===== config.mk =====
export PLATFORM = sky130hd
export DESIGN_NAME = acp_attr_port
export DESIGN_NICKNAME = d
export VERILOG_FILES = /design/src/rtl/attr_pkg.sv /design/src/rtl/acp_toggle.sv /design/src/rtl/acp_regbank.sv /design/src/rtl/acp_pixel.sv /design/src/rtl/acp_attr_port.sv
export SDC_FILE = /design/constraint.sdc
export NUM_CORES = 1
export LEC_CHECK = 0
export ABC_AREA = 1
export BUFFER_PORTS_ARGS = -buffer_cell sky130_fd_sc_hd__buf_2
export CAP_MARGIN = 30
export CORE_ASPECT_RATIO = 1.25
export CORE_MARGIN = 5
export CORE_UTILIZATION = 51
export CTS_BUF_LIST = sky130_fd_sc_hd__clkbuf_4 sky130_fd_sc_hd__clkbuf_8 sky130_fd_sc_hd__clkbuf_16
export DETAILED_ROUTE_END_ITERATION = 7
export PLACE_DENSITY = 0.77
export SYNTH_ARGS = -nofsm -noshare
export SYNTH_HDL_FRONTEND = slang
export SYNTH_SLANG_ARGS = --single-unit

===== constraint.sdc =====
create_clock -name clk -period 2.5 [get_ports clk]
set_input_delay 0.125 -clock clk [delete_from_list [all_inputs] [get_ports clk]]
set_output_delay 0.125 -clock clk [all_outputs]
set_load 0.01 [all_outputs]

===== src/rtl/attr_pkg.sv =====
package attr_pkg;
    localparam int unsigned IDX_W   = 5;
    localparam int unsigned DATA_W  = 8;
    localparam int unsigned PAL_N   = 16;
    localparam int unsigned CTRL_N  = 5;
    localparam int unsigned COLOR_W = 6;
    localparam int unsigned PIX_W   = 4;
    localparam int unsigned REG_N   = PAL_N + CTRL_N;
    localparam int unsigned EN_BIT  = 5;

    localparam logic [IDX_W-1:0] BORDER_SEL = IDX_W'(5'h11);
    localparam logic [IDX_W-1:0] MASK_SEL   = IDX_W'(5'h12);

    typedef enum logic {
        PH_INDEX = 1'b0,
        PH_DATA  = 1'b1
    } phase_e;

    typedef struct packed {
        logic             en;
        logic [IDX_W-1:0] sel;
    } index_t;

    typedef struct packed {
        logic              valid;
        logic [IDX_W-1:0]  sel;
        logic [DATA_W-1:0] data;
    } wr_req_t;

    function automatic logic sel_mapped(input logic [IDX_W-1:0] s);
        return 32'(s) < REG_N;
    endfunction

    function automatic logic sel_palette(input logic [IDX_W-1:0] s);
        return 32'(s) < PAL_N;
    endfunction
endpackage


===== src/rtl/acp_toggle.sv =====
module acp_toggle
    import attr_pkg::*;
#(
    parameter int unsigned DW = DATA_W,
    parameter int unsigned IW = IDX_W
) (
    input  logic          clk,
    input  logic          rst,
    input  logic          port_wr,
    input  logic [DW-1:0] port_wdata,
    input  logic          status_rd,
    output phase_e        phase,
    output index_t        idx,
    output wr_req_t       req
);
    phase_e phase_q;
    index_t idx_q;

    always_ff @(posedge clk) begin
        if (rst) begin
            phase_q <= PH_INDEX;
            idx_q   <= '0;
        end else begin
            if (port_wr && phase_q == PH_INDEX) begin
                idx_q.sel <= port_wdata[IW-1:0];
                idx_q.en  <= port_wdata[EN_BIT];
            end
            if (status_rd) begin
                phase_q <= PH_INDEX;
            end else if (port_wr) begin
                phase_q <= (phase_q == PH_INDEX) ? PH_DATA : PH_INDEX;
            end
        end
    end

    always_comb begin
        req.valid = port_wr && (phase_q == PH_DATA) && sel_mapped(idx_q.sel);
        req.sel   = idx_q.sel;
        req.data  = port_wdata;
    end

    assign phase = phase_q;
    assign idx   = idx_q;

    p_status_forces_index_r2: assert property (@(posedge clk) disable iff (rst)
        status_rd |=> (phase == PH_INDEX));
    p_data_returns_index_r1: assert property (@(posedge clk) disable iff (rst)
        (port_wr && phase == PH_DATA) |=> (phase == PH_INDEX));
    p_index_goes_data_r1: assert property (@(posedge clk) disable iff (rst)
        (port_wr && phase == PH_INDEX && !status_rd) |=> (phase == PH_DATA));
    p_index_held_in_data_r3: assert property (@(posedge clk) disable iff (rst)
        (phase == PH_DATA) |=> $stable(idx));
endmodule


===== src/rtl/acp_regbank.sv =====
module acp_regbank
    import attr_pkg::*;
#(
    parameter int unsigned NREG = REG_N,
    parameter int unsigned NPAL = PAL_N,
    parameter int unsigned DW   = DATA_W,
    parameter int unsigned CW   = COLOR_W,
    parameter int unsigned PW   = PIX_W
) (
    input  logic          clk,
    input  logic          rst,
    input  wr_req_t       req,
    input  index_t        idx,
    output logic [DW-1:0] rd_data,
    output logic [CW-1:0] pal [NPAL],
    output logic [CW-1:0] border,
    output logic [PW-1:0] plane_mask
);
    localparam logic [DW-1:0] PAL_KEEP = DW'((1 << CW) - 1);

    logic [DW-1:0] regs [NREG];

    for (genvar g = 0; g < NREG; g++) begin : g_reg
        localparam logic [DW-1:0] KEEP = (g < NPAL) ? PAL_KEEP : '1;
        always_ff @(posedge clk) begin
            if (rst) begin
                regs[g] <= '0;
            end else if (req.valid && 32'(req.sel) == g) begin
                regs[g] <= req.data & KEEP;
            end
        end
    end

    for (genvar p = 0; p < NPAL; p++) begin : g_pal
        assign pal[p] = regs[p][CW-1:0];
    end

    assign border     = regs[BORDER_SEL][CW-1:0];
    assign plane_mask = regs[MASK_SEL][PW-1:0];

    always_comb begin
        rd_data = '0;
        if (sel_mapped(idx.sel)) begin
            rd_data = regs[idx.sel];
        end
    end

    p_palette_upper_zero_r4: assert property (@(posedge clk) disable iff (rst)
        sel_palette(idx.sel) |-> (rd_data[DW-1:CW] == '0));
endmodule


===== src/rtl/acp_pixel.sv =====
module acp_pixel
    import attr_pkg::*;
#(
    parameter int unsigned NPAL = PAL_N,
    parameter int unsigned CW   = COLOR_W,
    parameter int unsigned PW   = PIX_W
) (
    input  logic          clk,
    input  logic          rst,
    input  logic          disp_en,
    input  logic [PW-1:0] pix_in,
    input  logic [PW-1:0] plane_mask,
    input  logic [CW-1:0] pal [NPAL],
    input  logic [CW-1:0] border,
    output logic [CW-1:0] pix_out
);
    logic [PW-1:0] lookup_sel;
    logic [CW-1:0] colour;

    assign lookup_sel = pix_in & plane_mask;
    assign colour     = disp_en ? pal[lookup_sel] : border;

    always_ff @(posedge clk) begin
        if (rst) pix_out <= '0;
        else     pix_out <= colour;
    end

    p_blank_shows_border_r9: assert property (@(posedge clk) disable iff (rst)
        !disp_en |=> (pix_out == $past(border)));
endmodule


===== src/rtl/acp_attr_port.sv =====
module acp_attr_port
    import attr_pkg::*;
(
    input  logic                clk,
    input  logic                rst,
    input  logic                port_wr,
    input  logic [DATA_W-1:0]   port_wdata,
    input  logic                status_rd,
    output logic                phase_data,
    output logic [DATA_W-1:0]   index_rdata,
    output logic [DATA_W-1:0]   reg_rdata,
    input  logic [PIX_W-1:0]    pix_in,
    output logic [COLOR_W-1:0]  pix_out
);
    phase_e            phase;
    index_t            idx;
    wr_req_t           req;
    logic [COLOR_W-1:0] pal [PAL_N];
    logic [COLOR_W-1:0] border;
    logic [PIX_W-1:0]   plane_mask;

    acp_toggle u_toggle (
        .clk       (clk),
        .rst       (rst),
        .port_wr   (port_wr),
        .port_wdata(port_wdata),
        .status_rd (status_rd),
        .phase     (phase),
        .idx       (idx),
        .req       (req)
    );

    acp_regbank u_bank (
        .clk       (clk),
        .rst       (rst),
        .req       (req),
        .idx       (idx),
        .rd_data   (reg_rdata),
        .pal       (pal),
        .border    (border),
        .plane_mask(plane_mask)
    );

    acp_pixel u_pixel (
        .clk       (clk),
        .rst       (rst),
        .disp_en   (idx.en),
        .pix_in    (pix_in),
        .plane_mask(plane_mask),
        .pal       (pal),
        .border    (border),
        .pix_out   (pix_out)
    );

    assign phase_data  = (phase == PH_DATA);
    assign index_rdata = DATA_W'({idx.en, idx.sel});

    p_enable_index_keeps_display_r10: assert property (@(posedge clk) disable iff (rst)
        (!phase_data && port_wr && port_wdata[EN_BIT]) |=> idx.en);
    p_unmapped_write_ignored_r6: assert property (@(posedge clk) disable iff (rst)
        (phase_data && port_wr && !sel_mapped(idx.sel)) |=>
            ($stable(border) && $stable(plane_mask)));
endmodule


Yosys cells after proc, flatten, opt, wreduce, memory -nomap -nowiden
Memories as Yosys holds them, arrays and structs flattened. A register that Yosys moved wholly into a read port is not among the register bits. Index checks and enable logic that the tools add are counted.

Bits in registers: 13. RAM bits: 168. Input bits: 16. Output and inout bits: 23. Logic and storage cells: 171. Memories: 1.

$lt $le $gt $ge: 2. Equal/unequal tests: 20. Mux-type cells: 94. Bitwise gates (word level): 24. Reductions and logical operators: 26.

Memory list: u_bank.regs (depth 21, width 8, read ports 19, clocked after memory_dff 1, wr ports 21, line acp_regbank.sv:21) `logic [DW-1:0] regs [NREG];`.

Operator list (number): two-way mux 8 bit (22); two-way mux 1 bit (66); == test 5 x 4 -> 1 bit, second input constant (8); == test 5 bit, second input constant (5); binary-select mux 6 bit (select 4 bit) (1); logical AND 1 bit (24); OR 1 bit (21); == test 5 x 3 -> 1 bit, second input constant (4); two-way mux 6 bit (3); == test 5 x 2 -> 1 bit, second input constant (2); two-way mux 5 bit (2); == test 5 x 1 -> 1 bit, second input constant (1); greater-or-equal comparator 5 bit, second input constant (1); logical NOT 5 bit (1); < comparator 5 bit, second input constant (1); inverter 4 -> 5 bit (1); AND 4 bit (1); OR reduction 2 bit (1); inverter 1 bit (1).

Logic depth before layout (Yosys ltp)
Gate-level depths: netlist of the first run.

Word-level depth: 7. Gate-level depth with buffers: 11. Depth with buffers taken out: 10.

Hierarchy
A second synthesis of the first run with hierarchy kept.

Cell total of the unflattened synthesis: 1091. Area, all modules: 8539.4 um^2.

Modules (own cells, without submodules): acp_regbank (times used 1, cells an instance 704, area each 6610.1 um^2, sequential area each 4083.9 um^2); acp_pixel (times used 1, cells an instance 334, area each 1541.5 um^2, sequential area each 120.1 um^2); acp_toggle (times used 1, cells an instance 50, area each 369.1 um^2, sequential area each 140.1 um^2); acp_attr_port (times used 1, cells an instance 3, area each 18.8 um^2, sequential area each 0.0 um^2).

Worst setup path before layout of the first run
OpenSTA, ideal clock, no wires.

Path type: flip-flop to flip-flop. Start point: reg u_toggle.idx_q, in the netlist u_toggle.idx[0]. End point: mem u_bank.regs[16][0] (netlist bit) (enable). Library setup time: 0.384 ns. Data arrival time: 1.664 ns. Required time: 2.116 ns. Slack: 0.452 ns. Stages on the path, launching flop included: 8. Path buffers: 0. Period minus slack after synthesis: 2.048 ns. Cell sequence: dfxtp_1 -> nor2_4 -> nand2_2 -> nand3_2 -> inv_2 -> nor2_1 -> nand2_1 -> o21ai_0.

RTL lines: start: declaration (line acp_toggle.sv:17) `index_t idx_q;`; end: declaration (line acp_regbank.sv:21).

==> impl_metrics.yaml, run 1 <==
worst_setup_path:
  path_max_fanout: 39
  cp.required_ps: 2380
  start_kind: "register"
  crit_type: "reg -> out"
  end_kind: "primary output"
  cp.arrival_ps: 2270
  r2r_start: "u_toggle.idx[0]$_SDFFE_PP0P_"
synthesis:
  syn_area_per_cell_sq_um: 8.04
  synth_edf_count: 136
  yosysMostFrequentCell: "nand2_1"
  async_flop_share_pct: 0
  synth_seq_cells: 154
  netlist_area_sq_um: 8360
  synth_top_area_share_pct: 48.8
  synth_ff_type: "edfxtp_1"
  synth_cell_types: 26
  synthTopCellsByArea: "edfxtp_1, nand2_1, nand3_1"
  syn_inst: 1040
  synth_top_cell_by_area: "edfxtp_1"
  synthTopCellsByCount: "nand2_1, nor2_1, nand3_1, inv_1, edfxtp_1"
  ys_warn_count: 0
  yosysSeqAreaShare_pct: 53.1
global_route:
  grt_max_degree: 71
  grt-ovfl-total: 0
  grt_pass1_wl_um: 37800
  antenna_found_initial: 0
  grt_util_all_layers_pct: 25.3
  first_global_vias: 6953
route:
  routed_via_density: 5.67
  ant_nets: 0
  post-route-drc-count: 0
  wl_per_cell_um: 18.5
  vias: 7323
  drt-total-wl_um: 23900
  drtIter0Drc: 909
  first_pass_iters: 7
final_layout:
  drive_gt1_share_pct: 11.7
  area_growth_pct: 12.0
  final_nets: 1078
  antenna_cells: 0
placement:
  portBuffers: 36
  gp_congestion: 0.935
  dp_hpwl_um: 16100
run_status:
  status: "finished clean"
sta:
  final-setup-viol-count: 0
  fmax_mhz: 417
  worstMarginPinSlew_ps: 922
  slew_violations: 0
  max_slew_margin_pct: 37.9
  tns_ps: 0
  rsz0062_at_grt: "false"
  post-route-min-period_ps: 2400
  fin_skew_ps: 7.06
  period_share_pct: 95.9
  hold_viol: 0
floorplan:
  die-height_um: 153
  die_w_um: 125
  io_pins: 39
  dieArea_sq_um: 19100
  coreArea_sq_um: 16100
  start_util_pct: 51.8
  rows: 52
hold_path:
  holdCritPathClass: "in -> reg"
  hold_path_startpoint: "port_wdata[7]"
clocking:
  cts_root_buf: "clkbuf_16"
  clkLatencyLatePin_ps: 430
  clkTransAtPathRegs_ps: 70
  htree_levels: 4
  cts_tree: "built"
  numCtsBuffers: 17
  cts.sinks: 154
  cts_max_path_buffers: 2
power:
  power_density_nw_per_um2: 661
  p_leak_nw: 4.19
  total_power_w: 0.00619
  ir_drop_mv: 0.548
flow_run:
  maxCapViolCount: 0
[placed cells by master, fill, tap and decap left out]
cell type	count
a21oi_1	24
a311oi_1	2
buf_12	3
buf_2	36
buf_4	25
clkbuf_16	17
clkinv_1	4
clkinv_4	3
clkinvlp_4	1
conb_1	2
dfxtp_1	17
dfxtp_2	1
dlygate4sd3_1	2
edfxtp_1	136
inv_1	135
inv_2	5
inv_4	1
inv_6	6
inv_8	4
nand2_1	235
nand2_2	3
nand3_1	157
nand3_2	10
nand3_4	6
nor2_1	172
nor2_2	1
nor2_4	3
nor3_4	1
nor4_1	1
o211ai_1	18
o21ai_0	43
o21ai_1	1
[layer usage]
metal / track usage [%] / vias up / wire [um]
li1: - / 3406 / -
met1: 32.5 / 3316 / 8900
met2: 40.4 / 520 / 11300
met3: 5.31 / 81 / 2600
met4: 13.6 / 0 / 1130
met5: 0 / - / 0
[critical path, stage by stage (launching register included)]
cell        delay [ps]
dfxtp_2            390
clkinvlp_4         180
buf_12             220
nand2_1             80
nand3_1             90
nand3_1            130
nand3_1            170
nand2_1            130
nand2_1             50
a21oi_1            190
buf_2              170
[cells by family after synthesis]
group                  share of synthesized area, %
other                                        0.0448
AOI/OAI and AO/OA                              5.89
buffers and inverters                          9.87
and+or+nand+nor                                31.1
DFF                                            53.1
[cell type report]
cell class,instances,area (sq um)
clock buffers,17,425
fillers,1476,6770
well taps,216,270
flip-flops and latches,154,4450
multi-input cells,679,3100
inverters,144,547
repair buffers,66,448
clock inverters,15,131
[flip-flops by register name, summed over array words and instances (netlist names), named ones only]
| name | flops |
|---|---|
| u_toggle.phase | 1 |
| u_toggle.idx | 6 |
| u_bank.regs | 136 |
| u_pixel.pix_out | 6 |
[timing repair]
item	in CTS	in global routing
setup buffers	0	3
setup endpoints to repair	0	7
gates resized for setup	0	2
hold buffers	2	0
endpoints found under the hold margin	1	0
[worst paths after layout]
path                                                         end  slack, ps  cells past startpoint
worst max-delay path                                reg_rdata[1]        100                     10
worst min-delay path            u_bank.regs[16][7]$_SDFFCE_PN0P_        100                      3
worst max register to register   u_bank.regs[6][1]$_SDFFCE_PN0P_        190                      7
worst min register to register      u_toggle.idx[3]$_SDFFE_PP0P_        600                      2
[through the flow]
stage	setup slack [ps]	cell area [sq um]	hold slack [ps]	util (%)	std cells
final	104	9370	101	58.1	1291
after global routing	5.52	9370	124	58.1	1291
after CTS	102	9340	85.0	57.9	1288
after detailed placement	178	8760	303	54.3	1254
after global placement	295	8760	316	54.3	1254
after floorplan	452	8370	204	-	1041
[power breakdown]
group / leakage (nW) / switching (W) / internal [W]
Clock: 0.276 / 0.00114 / 0.00131
Sequential: 1.56 / 0.0000574 / 0.00289
Combinational: 2.35 / 0.000568 / 0.000232
Total: 4.19 / 0.00176 / 0.00443
(Power assumes the default switching activity.)
==> run 2: changes to the inputs <==
==> constraint.sdc (replaced) <==
create_clock -name clk -period 2.5 [get_ports clk]
set_input_delay 0.375 -clock clk [delete_from_list [all_inputs] [get_ports clk]]
set_output_delay 0.375 -clock clk [all_outputs]
set_load 0.01 [all_outputs]
==> run 2 against run 1 <==
Non-clock buffer count is 1 higher. Clock skew about the same. Core utilization is 0.13 points higher. Die area is the same. Sequential power barely moved. Worst hold slack worse by 2.6 ps. Wire length rose by 0.51%. Combinational power up 1%. Critical path depth unchanged. Total power up 0.66%. Critical endpoint unchanged. Largest power group unchanged. Highest routed layer unchanged.
==> impl_metrics.yaml, run 2 (same netlist as run 1, synthesis figures left out) <==
route:
  routed_via_density: 5.70
  drt-total-wl_um: 24000
  drtIter0Drc: 901
  post-route-drc-count: 0
  first_pass_iters: 6
  wl_per_cell_um: 18.6
  vias: 7366
  ant_nets: 0
worst_setup_path:
  r2r_cells: 7
  start_kind: "register"
  reg2reg_slack_ps: 240
  end_kind: "primary output"
  r2r-end: "u_bank.regs[7][4]$_SDFFCE_PN0P_"
  cp.arrival_ps: 2050
  crit_type: "reg -> out"
  path_max_fanout: 36
  slowest_delay_ps: 360
  cp.required_ps: 2120
  crit_slowest_cell: "dfxtp_4"
  r2r_start: "u_toggle.idx[3]$_SDFFE_PP0P_"
  path_cells: "buf_4 > buf_12 > nand2_1 > nand3_1 > nand3_1 > nand3_1 > nand2_1 > nand2_1 > a21oi_1 > buf_2"
power:
  ir_drop_mv: 0.578
  power_frac_seq_pct: 47.2
  p_int_w: 0.00446
  power_density_nw_per_um2: 664
  p_leak_nw: 4.19
  p_sw_w: 0.00177
  switching_share_pct: 28.4
  p_clk_share_pct: 39.8
  p_comb_share_pct: 13.0
sta:
  final-setup-viol-count: 0
  fmax_mhz: 412
  rsz0062_at_grt: "false"
  hold_ws_ps: 98.6
  max_slew_margin_pct: 41.8
  tns_ps: 0
  post-route-min-period_ps: 2430
  hold_viol: 0
  period_share_pct: 97.0
  fin_skew_ps: 6.58
  slew_violations: 0
  worstMarginPinSlew_ps: 865
clocking:
  clkLatencyLatePin_ps: 440
  htree_levels: 4
  clkTransAtPathRegs_ps: 60
  cts_tree: "built"
  numCtsBuffers: 17
  cts_root_buf: "clkbuf_16"
  cts.sinks: 154
  cts_max_path_buffers: 2
  postCtsHoldBufs: 0
floorplan:
  rows: 52
  die-height_um: 153
  dieArea_sq_um: 19100
  start_util_pct: 51.8
  io_pins: 39
  coreArea_sq_um: 16100
  die_w_um: 125
placement:
  dp.cells: 1258
  gp_congestion: 0.947
  portBuffers: 36
  dp_hpwl_um: 16300
  place_area_sq_um: 8780
global_route:
  globalRouteMet1Util_pct: 31.1
  grt-busiest-layer: "met2"
  grt-ovfl-total: 0
  first_global_vias: 7244
  grt_util_met3_pct: 6.07
  grt_pass1_wl_um: 38200
  grt_util_met2_pct: 42.4
  grt_max_degree: 59
  antenna_found_initial: 0
  grt_util_all_layers_pct: 25.6
hold_path:
  hold_end: "u_toggle.phase$_SDFFE_PP0P_"
  holdCritPathClass: "in -> reg"
  hold-path-cell-count: 2
  hold_path_startpoint: "status_rd"
final_layout:
  largest_reg_flops: 136
  final_common_cell: "nand2_1"
  area_growth_pct: 12.3
  antenna_cells: 0
  nFillCells: 1494
  fin_cells: 1292
  regMostFlops: "u_bank.regs"
  final_cell_mix: "nand2_1, nor2_1, nand3_1, edfxtp_1, inv_1"
  final_area_sq_um: 9390
  drive_gt1_share_pct: 12.4
  final_nets: 1079
flow_run:
  maxCapViolCount: 0
run_status:
  status: "finished clean"
[run 2: cell types whose count changed in the layout (fill, tap and decap cells not counted), moves of 2 or more]
cell,before,now
buf_4,25,28
clkinv_1,4,2
clkinvlp_4,1,4
dlygate4sd3_1,2,0
nand3_1,157,155
nand3_2,10,12
[run 2: worst max-delay path by stage]
| stage | cells after the start | from | to | slack (ps) |
|---|---|---|---|---|
| 4_1_cts | 10 | register | reg_rdata[4] | 6 |
| 3_3_place_gp | 7 | u_toggle.idx[3]$_SDFFE_PP0P_ | u_bank.regs[6][2]$_SDFFCE_PN0P_ | 340 |
| 3_5_place_dp | 7 | u_toggle.idx[3]$_SDFFE_PP0P_ | u_bank.regs[6][3]$_SDFFCE_PN0P_ | 210 |
| 6_report | 10 | register | reg_rdata[1] | 70 |
| 2_1_floorplan | 7 | u_toggle.idx[0]$_SDFFE_PP0P_ | u_bank.regs[16][0]$_SDFFCE_PN0P_ | 450 |
| 5_1_grt | 7 | register | reg_rdata[3] | 3 |
[run 2: power groups by stage]
stage               logic [W]  clock network (W)  registers, W
floorplan            0.000506                  0       0.00298
global placement     0.000768                  0       0.00300
detailed placement   0.000776                  0       0.00300
CTS                  0.000783            0.00249       0.00294
global route         0.000887            0.00263       0.00295
finish               0.000812            0.00248       0.00294
[run 2: routing by layer]
| layer | vias to the layer above | routed length (um) | part of all wire (%) |
|---|---|---|---|
| li1 | 3409 | - | - |
| met4 | 0 | 1200 | 5.0 |
| met5 | - | 0 | 0 |
| met3 | 98 | 2280 | 9.5 |
| met1 | 3414 | 8850 | 37 |
| met2 | 445 | 11700 | 49 |
[run 2: critical path: cells and delay by family (launching register included)]
kind,cells,cell delay (ps)
compound gates,1,140
buf+inv,3,460
flops,1,360
simple gates,6,650
[run 2: metrics by stage]
step | utilization (%) | total power [W] | worst slack, ps
after CTS | 58.0 | 0.00622 | 5.63
after global placement | 54.4 | 0.00376 | 339
after detailed placement | 54.4 | 0.00378 | 206
final | 58.2 | 0.00623 | 74.0
after global routing | 58.2 | 0.00647 | 3.45
after floorplan | - | 0.00349 | 452
[run 2: what timing repair did]
| item | in CTS | in global routing |
|---|---|---|
| resized for setup | 2 | 6 |
| cloned | 0 | 0 |
| pin swaps | 0 | 0 |
| setup buffers | 0 | 2 |
| hold endpoints to repair | 0 | 0 |
| setup endpoints to repair | 5 | 7 |
[run 2: cell type report]
type	count	area [sq um]	share of cell area (%)
Sequential cell	154	4450	47.4
Tap cell	216	270	2.88
Multi-Input combinational cell	679	3110	33.1
Clock inverter	14	129	1.37
Timing Repair Buffer	67	445	4.74
Clock buffer	18	439	4.68
Inverter	144	547	5.82
==> run 3: changes to the inputs <==
--- a/config.mk
+++ b/config.mk
@@ -13,3 +13,2 @@
 export CORE_UTILIZATION = 51
-export CTS_BUF_LIST = sky130_fd_sc_hd__clkbuf_4 sky130_fd_sc_hd__clkbuf_8 sky130_fd_sc_hd__clkbuf_16
 export DETAILED_ROUTE_END_ITERATION = 7
==> constraint.sdc (replaced) <==
create_clock -name clk -period 2.7 [get_ports clk]
set_input_delay 0.81 -clock clk [delete_from_list [all_inputs] [get_ports clk]]
set_output_delay 0.81 -clock clk [all_outputs]
set_load 0.01 [all_outputs]
==> run 3 against run 2 <==
Core utilization is 1.7 points higher. Via count is 0.71% lower. Register-to-register slack improved by 250 ps. Non-clock buffer count rose by 8. Highest routed layer unchanged.
==> impl_metrics.yaml, run 3 (same netlist as run 1, synthesis figures left out) <==
run_status:
  status: "finished clean"
power:
  power_density_nw_per_um2: 609
  ir_drop_mv: 0.473
  p_leak_nw: 4.31
worst_setup_path:
  r2r-end: "u_bank.regs[17][4]$_SDFFCE_PN0P_"
  r2r_cells: 6
  r2r_start: "u_toggle.idx[0]$_SDFFE_PP0P_"
  end_kind: "primary output"
  path_max_fanout: 20
  start_kind: "register"
  cp.required_ps: 1890
  cp.arrival_ps: 1880
  reg2reg_slack_ps: 490
  crit_type: "reg -> out"
final_layout:
  nFillCells: 1426
  final_common_cell: "nand2_1"
  final_cell_mix: "nand2_1, nor2_1, nand3_1, edfxtp_1, inv_1"
  area_growth_pct: 15.5
  largest_reg_flops: 136
  antenna_cells: 0
  regMostFlops: "u_bank.regs"
  final_nets: 1087
  final_area_sq_um: 9660
  drive_gt1_share_pct: 15.7
sta:
  hold_viol: 0
  post-route-min-period_ps: 2690
  max_slew_margin_pct: 56.5
  worstMarginPinSlew_ps: 650
  period_share_pct: 99.7
  final-setup-viol-count: 0
  fmax_mhz: 371
  rsz0062_at_grt: "true"
  slew_violations: 0
  tns_ps: 0
  fin_skew_ps: 7.95
floorplan:
  die_w_um: 125
  die-height_um: 153
  io_pins: 39
  rows: 52
  start_util_pct: 51.8
  coreArea_sq_um: 16100
  dieArea_sq_um: 19100
clocking:
  clkTransAtPathRegs_ps: 60
  cts.sinks: 154
  htree_levels: 4
  cts_max_path_buffers: 2
  clkLatencyLatePin_ps: 430
  numCtsBuffers: 17
  cts_root_buf: "clkbuf_16"
  cts_tree: "built"
  postCtsHoldBufs: 0
placement:
  portBuffers: 36
  dp_hpwl_um: 16200
  place_area_sq_um: 8870
  gp_congestion: 0.964
route:
  ant_nets: 0
  routed_via_density: 5.63
  drtIter0Drc: 1123
  post-route-drc-count: 0
  drt-total-wl_um: 23800
  vias: 7314
  first_pass_iters: 6
  wl_per_cell_um: 18.3
hold_path:
  hold-path-cell-count: 2
  hold_end: "u_toggle.phase$_SDFFE_PP0P_"
  hold_path_startpoint: "u_toggle.phase$_SDFFE_PP0P_"
  holdCritPathClass: "reg -> reg"
global_route:
  grt-ovfl-total: 0
  grt_max_degree: 49
  antenna_found_initial: 0
  grt_util_all_layers_pct: 25.4
  grt_pass1_wl_um: 37900
  first_global_vias: 6957
flow_run:
  maxCapViolCount: 0
run 3: layout make-up:
class / count / area, sq um / share of cell area (%)
flip-flops and latches: 154 / 4450 / 46.1
multi-input cells: 679 / 3230 / 33.5
repair buffers: 75 / 579 / 6.00
inverters: 144 / 549 / 5.69
clock buffers: 18 / 429 / 4.44
well taps: 216 / 270 / 2.80
clock inverters: 14 / 149 / 1.54
run 3: metrics by stage:
| stage | utilization, % | cells | worst slack, ps | hold WS (ps) | total power (W) |
|---|---|---|---|---|---|
| final | 59.9 | 1300 | 6.87 | 528 | 0.00588 |
| after global routing | 59.9 | 1300 | -73.9 | 535 | 0.00608 |
| after CTS | 59.1 | 1299 | -39.3 | 524 | 0.00584 |
| after detailed placement | 55.0 | 1265 | 368 | 519 | 0.00350 |
| after global placement | 55.0 | 1265 | 380 | 512 | 0.00349 |
| after floorplan | - | 1041 | 505 | 541 | 0.00323 |
run 3: timing repair:
action | CTS | global route
gates resized for setup | 16 | 29
gates cloned | 1 | 0
buffers inserted | 1 | 1
endpoints found under the setup margin | 8 | 8
pin swaps | 7 | 10
run 3: critical path: stages, from the launching register on:
cell and delay [ps]:
dfxtp_4 390, inv_4 70, buf_12 160, nand2_1 80
nand3_1 90, nand3_2 100, nand3_2 90, nand2_2 100
nand2_1 60, a21oi_2 150, buf_2 150
run 3: worst max-delay path by stage:
stage,start,end,slack [ps],cells after the start
finish,register,reg_rdata[1],7,10
global placement,port_wr,u_bank.regs[6][3]$_SDFFCE_PN0P_,380,8
global route,register,reg_rdata[3],-70,10
detailed placement,port_wr,u_bank.regs[7][4]$_SDFFCE_PN0P_,370,8
floorplan,register,reg_rdata[5],500,11
CTS,register,reg_rdata[1],-40,9
run 3: power by group:
group          internal, W  leakage (nW)  switching [W]
Combinational     0.000257          2.47       0.000552
Clock              0.00136         0.274       0.000979
Sequential         0.00267          1.56      0.0000548
Total              0.00429          4.31        0.00159
run 3: metal layers:
layer	part of all wire, %	GRT usage, %
met3	10	4.75
met2	47	40.9
met1	38	33.5
met5	0	0
met4	4.1	11.4
